File: config.mk
export PLATFORM = sky130hd
export DESIGN_NAME = serial_byte_rx
export DESIGN_NICKNAME = d
export VERILOG_FILES = /design/src/rtl/rxu_pkg.sv /design/src/rtl/rxu_bit_timer.sv /design/src/rtl/rxu_shifter.sv /design/src/rtl/rxu_ctrl.sv /design/src/rtl/serial_byte_rx.sv
export SDC_FILE = /design/constraint.sdc
export NUM_CORES = 1
export LEC_CHECK = 0
export BUFFER_PORTS_ARGS = -buffer_cell sky130_fd_sc_hd__buf_2
export CAP_MARGIN = 30
export CELL_PAD_IN_SITES_DETAIL_PLACEMENT = 1
export CELL_PAD_IN_SITES_GLOBAL_PLACEMENT = 1
export CORE_MARGIN = 2
export CORE_UTILIZATION = 44
export DETAILED_ROUTE_END_ITERATION = 16
export PLACE_DENSITY_LB_ADDON = 0.1
export SYNTH_ARGS = -nofsm -noshare
export SYNTH_HDL_FRONTEND = slang
export SYNTH_SLANG_ARGS = --single-unit
File: constraint.sdc
create_clock -name clk -period 2.45 [get_ports clk]
set_clock_uncertainty 0.1 [all_clocks]
set_input_delay 0.735 -clock clk [delete_from_list [all_inputs] [get_ports clk]]
set_output_delay 0.735 -clock clk [all_outputs]
set_load 0.02 [all_outputs]
File: src/rtl/rxu_pkg.sv
package rxu_pkg;

    typedef enum logic [2:0] {
        IDLE     = 3'd0,
        START    = 3'd1,
        DATA     = 3'd2,
        STOP     = 3'd3,
        TRANSMIT = 3'd4
    } rx_state_e;

endpackage

File: src/rtl/rxu_bit_timer.sv
module rxu_bit_timer #(
    parameter int PERIOD = 16,
    parameter int CNT_W  = 5
) (
    input  logic clk,
    input  logic rst,
    input  logic restart,
    input  logic run,
    output logic mid
);
    localparam int HALF = PERIOD / 2;

    typedef struct packed {
        logic [CNT_W-1:0] cnt;
    } timer_t;

    timer_t t_d, t_q;

    always_comb begin
        t_d = t_q;
        if (restart) begin
            t_d.cnt = CNT_W'(1);
        end else if (run) begin
            if (t_q.cnt == CNT_W'(PERIOD - 1))
                t_d.cnt = '0;
            else
                t_d.cnt = t_q.cnt + CNT_W'(1);
        end else begin
            t_d.cnt = '0;
        end
    end

    always_ff @(posedge clk) begin
        if (rst) t_q <= '0;
        else     t_q <= t_d;
    end

    assign mid = run && (t_q.cnt == CNT_W'(HALF));

    assert_cnt_range_R1: assert property (@(posedge clk) disable iff (rst)
        t_q.cnt < CNT_W'(PERIOD));

    assert_cnt_cleared_R9: assert property (@(posedge clk)
        rst |=> (t_q.cnt == '0));

endmodule

File: src/rtl/rxu_shifter.sv
module rxu_shifter #(
    parameter int WIDTH = 8
) (
    input  logic             clk,
    input  logic             rst,
    input  logic             shift_en,
    input  logic             bit_in,
    output logic [WIDTH-1:0] data
);
    logic [WIDTH-1:0] sr_d, sr_q;

    always_comb begin
        sr_d = sr_q;
        if (shift_en) sr_d = {bit_in, sr_q[WIDTH-1:1]};
    end

    always_ff @(posedge clk) begin
        if (rst) sr_q <= '0;
        else     sr_q <= sr_d;
    end

    assign data = sr_q;

    assert_shift_hold_R4: assert property (@(posedge clk) disable iff (rst)
        !shift_en |=> $stable(sr_q));

endmodule

File: src/rtl/rxu_ctrl.sv
module rxu_ctrl
    import rxu_pkg::*;
#(
    parameter int DATA_BITS = 8,
    parameter int BIT_W     = 4
) (
    input  logic clk,
    input  logic rst,
    input  logic din,
    input  logic mid,
    output logic restart,
    output logic run,
    output logic shift_en,
    output logic valid
);
    typedef struct packed {
        rx_state_e        state;
        logic [BIT_W-1:0] bits;
    } ctrl_t;

    ctrl_t c_d, c_q;

    always_comb begin
        c_d      = c_q;
        restart  = 1'b0;
        shift_en = 1'b0;
        unique case (c_q.state)
            IDLE: begin
                if (!din) begin
                    restart = 1'b1;
                    c_d.state = START;
                end
            end
            START: begin
                if (mid) begin
                    c_d.bits  = '0;
                    c_d.state = din ? IDLE : DATA;
                end
            end
            DATA: begin
                if (mid) begin
                    shift_en = 1'b1;
                    c_d.bits = c_q.bits + BIT_W'(1);
                    if (c_q.bits == BIT_W'(DATA_BITS - 1)) c_d.state = STOP;
                end
            end
            STOP: begin
                if (mid) c_d.state = din ? TRANSMIT : IDLE;
            end
            TRANSMIT: c_d.state = IDLE;
            default:  c_d.state = IDLE;
        endcase
    end

    always_ff @(posedge clk) begin
        if (rst) begin
            c_q.state <= IDLE;
            c_q.bits  <= '0;
        end else begin
            c_q <= c_d;
        end
    end

    assign run   = (c_q.state == START) || (c_q.state == DATA) || (c_q.state == STOP);
    assign valid = (c_q.state == TRANSMIT);

    assert_xmit_one_cycle_R8: assert property (@(posedge clk) disable iff (rst)
        (c_q.state == TRANSMIT) |=> (c_q.state == IDLE));

    assert_valid_after_stop_R7: assert property (@(posedge clk) disable iff (rst)
        $rose(valid) |-> $past(c_q.state == STOP));

    assert_bits_range_R4: assert property (@(posedge clk) disable iff (rst)
        c_q.bits <= BIT_W'(DATA_BITS));

    assert_reset_idle_R9: assert property (@(posedge clk)
        rst |=> (c_q.state == IDLE && !valid));

endmodule

File: src/rtl/serial_byte_rx.sv
module serial_byte_rx #(
    parameter int CLK_HZ    = 100_000_000,
    parameter int BAUD      = 9600,
    parameter int DATA_BITS = 8
) (
    input  logic                 clk,
    input  logic                 rst,
    input  logic                 din,
    output logic                 dout_valid,
    output logic [DATA_BITS-1:0] dout
);
    localparam int PERIOD = CLK_HZ / BAUD;
    localparam int CNT_W  = $clog2(PERIOD + 1);
    localparam int BIT_W  = $clog2(DATA_BITS + 1);

    logic restart, run, mid, shift_en, valid;

    rxu_bit_timer #(.PERIOD(PERIOD), .CNT_W(CNT_W)) u_timer (
        .clk(clk), .rst(rst), .restart(restart), .run(run), .mid(mid)
    );

    rxu_ctrl #(.DATA_BITS(DATA_BITS), .BIT_W(BIT_W)) u_ctrl (
        .clk(clk), .rst(rst), .din(din), .mid(mid),
        .restart(restart), .run(run), .shift_en(shift_en), .valid(valid)
    );

    rxu_shifter #(.WIDTH(DATA_BITS)) u_shift (
        .clk(clk), .rst(rst), .shift_en(shift_en), .bit_in(din), .data(dout)
    );

    assign dout_valid = valid;

    assert_valid_single_R6: assert property (@(posedge clk) disable iff (rst)
        dout_valid |=> !dout_valid);

endmodule

== Yosys cells after proc, flatten, opt, wreduce, memory -nomap -nowiden ==
Index checks and enable logic that the tools add are counted.
Word-level totals
  bits in registers: 29
  input bits: 3
  output and inout port bits: 9
  word-level logic and storage cells: 44
Cells by class
  $add $sub $neg: 2
  equality and inequality tests: 12
  mux-type cells: 16
  bitwise gates (word level): 1
  reductions and logical operators: 8
Operator list (number)
  $add 14x1->14 const B: 1
  $eq 14x13->1 const B: 1
  $eq 14x14->1 const B: 1
  $mux 7: 2
  $mux 3: 4
  $pmux 3 s4: 1
  $ne 2x2->1 const B: 4
  $pmux 4 s2: 1
  $mux 1: 7
  $eq 3x2->1 const B: 2
  $reduce_and 5->1: 1
  $add 4x1->4 const B: 1
  $eq 4x3->1 const B: 1
  $reduce_or 4->1: 1
  $eq 3x1->1 const B: 1
  $eq 3x3->1 const B: 1
  $logic_not 3->1: 1
  $reduce_and 3->1: 1
  $logic_or 1x1->1: 2
  $mux 2: 1
  $ne 2x1->1 const B: 1
  $reduce_bool 2->1: 1
  $logic_and 1x1->1: 1
  $not 1->1: 1

== Longest topological paths before layout ==
  word-level depth: 6
  mapped depth: 7
  mapped depth without buffers: 6

== By module ==
A second synthesis with hierarchy kept.
Second synthesis, totals
  cells, all modules: 146
  area, all modules: 1356.3 um2
Modules (own cells, without submodules)
  rxu_bit_timer: instances 1, cells an instance 81, area an instance 710.7 um2, seq. area each 280.3 um2
  rxu_ctrl: instances 1, cells an instance 39, area an instance 360.3 um2, seq. area each 140.1 um2
  rxu_shifter: instances 1, cells an instance 26, area an instance 285.3 um2, seq. area each 160.2 um2

== Least setup slack after synthesis ==
OpenSTA, ideal clock, no wires.
  kind: register to register
  start: register u_timer.t_q[4] (netlist bit)
  end: register u_timer.t_q[13] (netlist bit)
  setup time: 0.071 ns
  arrival: 1.590 ns
  required time: 2.279 ns
  slack: 0.690 ns
  stages on the path, launching flop included: 5
  buffers on the path: 0
  period minus slack after synthesis: 1.760 ns
  path through: dfxtp_1 > nand4_4 > or4_4 > or3_1 > a21oi_1
Between the ends
  word-level cells in the longest chain between the ends: 2
  elaborated cells between the ends (all ways): 3
  those cells by class: add/sub: 1; eq/ne: 1; reduce/logical: 1
RTL lines
  from (decl): line rxu_bit_timer.sv:17  | timer_t t_d, t_q;
  from (signal assigned): line rxu_bit_timer.sv:35  | else t_q <= t_d;
  branches (longest 2 deep; another with $add 14x1->14)
Several ways; the timed one is not identified.
A chain may end at the register's enable or synchronous reset.

== Worst setup path in the final report ==
  start: register u_ctrl.c_q[5] (netlist bit)
  end: output port dout_valid
Between the ends
  word-level cells in the longest chain between the ends: 1
RTL lines
  from (decl): line rxu_ctrl.sv:21  | ctrl_t c_d, c_q;
  $eq 3x3->1: line rxu_ctrl.sv:65  | assign valid = (c_q.state == TRANSMIT);
  to (decl): line serial_byte_rx.sv:9  | output logic dout_valid,
No other way between the ends.

==> summary.txt <==
Outcome
  – Run status: complete, no violations

Logic synthesis
  – Cell count after synthesis: 164
  – Syn_nets: 170
  – Most used DFF post-synth: sky130_fd_sc_hd__dfxtp_1
  – Share of flip-flops with an asynchronous set or reset: 0
  – Mean cell area of the mapped netlist: 8.545 um2
  – Count of different cell masters after synthesis: 34
  – Warnings, synthesis: 0
  – Number of enable-type register cells in the synthesized netlist: 0
  – Post-Synthesis Cell Area: 1401 um2
  – Synthesized flop and latch total: 29
  – Post-synthesis sequential area ratio: 0.4143

CTS
  – Maximum level of the CTS H-tree: 2
  – Clock buffers created by TritonCTS: 5
  – CTS tree: done
  – Clock sink count: 29
  – Number of buffers added to fix hold violations after cts: 0
  – Skew-Pair Late Insertion Delay: 340 ps
  – Number of resized instances in the post-cts repair step: 0
  – CTS max path bufs: 2
  – Buffer type at the clock tree root: sky130_fd_sc_hd__clkbuf_4
  – Post-CTS Repair Setup Buffers: 0
  – Clock Pin Slew Worst Setup and Hold Paths: 100 ps

Finish
  – Number of antenna cells inserted: 0
  – Sequential cell area: 580.6 um2
  – Area used by multi-input combinational logic: 772.0 um2
  – Fill count: 383
  – Layout Area Growth over Synthesis: 11.79%
  – Fin nets: 182
  – Highest-count cells in the layout ignoring fill and taps: sky130_fd_sc_hd__dfxtp_1, sky130_fd_sc_hd__nor2_1, sky130_fd_sc_hd__o21ai_0
  – Layout cell share with drive strength beyond 1: 0.1582
  – Post-layout utilization of the core: 0.5131
  – Most common cell after layout, fill and taps aside: sky130_fd_sc_hd__dfxtp_1

Power
  – Net Sw Frac: 0.2314
  – Sequential fraction of design power: 0.566
  – Internal power component: 0.6526 mW
  – Cell Pwr Density: 542.0 nW/um2
  – Comb pwr share: 0.039
  – Net switching component of the power: 0.1964 mW
  – Leakage: 0.5409 nW
  – Fraction of power consumed by the clock network: 0.395
  – Worst IR Drop VDD: 0.0002633 V

Die
  – Area of the core: 3053 um2
  – X dimension of the die: 60.44 um
  – Floorplan die area: 3652 um2
  – Die outline height: 60.44 um
  – Boundary Pins: 12
  – Starting Density: 0.4590
  – Num rows: 20

Routing
  – Routed vias: 1257
  – Routed length per instance: 15.33 um
  – Count of nets left with antenna violations after detail routing: 0
  – DRT Pass-1 Iters: 4
  – Ratio of routed vias to standard cells: 5.688
  – Overall routed net length: 3388 um
  – Iteration-0 DRC count of the detailed router: 48
  – DR DRC count: 0

Timing
  – Headroom to the max-slew limit: 0.5234
  – Final clock period utilization by the worst path: 0.9289
  – Slew at the pin closest to its max-slew limit: 713.5 ps
  – Final Hold Viols: 0
  – Final number of setup-violating endpoints: 0
  – Max-slew violations: 0
  – RSZ-0062 raised after global routing: false
  – Maximum clock rate: 439.4 MHz
  – Setup TNS Final: 0 ps
  – Minimum clock period: 2276 ps

Global route
  – Antenna violations before repair: 0
  – Pin count of the biggest net entering global routing: 15
  – First-pass GRT wire length: 5692 um
  – Aggregate global-route resource usage: 0.2155
  – Via count of the first global-routing pass: 1166
  – Total grt overflow: 0

Place
  – Routability congestion estimate: 0.8159
  – HPWL after detailed placement: 2471 um
  – Buffers on Ports: 11

Run
  – MaxCap Viol Count: 0

Critical path
  – Kind of end point of the critical path: output pin
  – Critical path data arrival time: 1440 ps
  – Startpoint Class: flip-flop
  – Data required time at the worst endpoint: 1620 ps
  – Maximum fanout encountered on the critical timing path: 10
  – Path type of the worst setup path: flip-flop to output pin

Hold path
  – Worst min path class: flip-flop to flip-flop
final cells by class:
class                   count  share of cell area
well taps                  44             0.03514
flip-flops and latches     29              0.3706
repair buffers             13             0.04473
clock buffers               7             0.04153
clock inverters             1            0.003195
inverters                   5             0.01198
multi-input cells         122              0.4928
final timing paths:
kind              depth (start not counted)         endpoint  slack [ps]            start
setup / recovery                          3       dout_valid         170    u_ctrl.c_q[5]
hold / removal                            2  u_shift.data[0]         400  u_shift.data[0]
setup reg to reg                          7    u_ctrl.c_q[2]         350   u_timer.t_q[0]
hold reg to reg                           2  u_shift.data[0]         400  u_shift.data[0]
synthesized netlist by cell type, drive strengths merged (2+ instances only):
master | n | area, um2
a21oi | 14 | 70.07
a31oi | 3 | 18.77
and2 | 2 | 12.51
and3 | 2 | 12.51
clkbuf | 8 | 30.03
dfxtp | 29 | 580.6
ha | 3 | 37.54
inv | 5 | 18.77
nand2 | 12 | 47.55
nand3 | 5 | 25.02
nand4 | 3 | 33.78
nand4b | 10 | 87.58
nor2 | 18 | 67.56
nor2b | 2 | 12.51
nor3 | 4 | 20.02
nor3b | 2 | 15.01
nor4b | 2 | 23.77
o21ai | 15 | 75.07
or3 | 2 | 12.51
or4 | 4 | 33.78
xnor2 | 8 | 70.07
xor2 | 3 | 26.28
metrics by stage:
stage               cells  power [mW]  instance area (um2)  setup WS [ps]  hold slack, ps
floorplan             164      0.5112                 1401          689.6           361.8
global placement      213      0.5224                 1496          481.0           360.7
detailed placement    213      0.5242                 1496          388.5           382.7
CTS                   221      0.8623                 1567          129.7           399.1
global route          221      0.8899                 1567          38.61           428.7
finish                221      0.8490                 1567          174.1           395.9
routing by layer:
| layer | vias up | GRT usage | routed length (um) |
|---|---|---|---|
| met2 | 16 | 0.3152 | 1540 |
| li1 | 612 | - | - |
| met4 | 0 | 0.09317 | 53 |
| met5 | - | 0 | 0 |
| met1 | 625 | 0.2945 | 1682 |
| met3 | 4 | 0.06610 | 111 |
registers in the layout, summed over array words and instances, names as in the netlist:
name / flops
u_shift.data: 8
u_ctrl.c_q: 7
u_timer.t_q: 14
kinds of logic (layout without fill, tap and decap cells):
group                    count (synthesis)  count (layout)  synth area share
flip-flops                              29              29            0.4143
AO/OA/AOI/OAI                           34              34            0.1277
buffers and inverters                   13              26           0.03482
multiplexers                             1               1          0.007143
AND/OR/NAND/NOR                         73              73            0.3205
XOR/XNOR                                11              11           0.06876
adder cells (fa/ha/maj)                  3               3           0.02679
power by group through the flow:
stage	Combinational [mW]	Sequential [mW]	Clock, mW
after CTS	0.0332	0.481	0.349
after detailed placement	0.0329	0.491	0
after floorplan	0.0216	0.490	0
after global placement	0.0319	0.490	0
after global routing	0.0389	0.481	0.370
final	0.0328	0.481	0.336
worst max-delay path, stage by stage (launching register included):
cell and delay [ps]:
sky130_fd_sc_hd__dfxtp_1 400, sky130_fd_sc_hd__nor2_1 360, sky130_fd_sc_hd__and2_1 180, sky130_fd_sc_hd__buf_2 150
No activity file was read; power rests on OpenSTA's default activity.
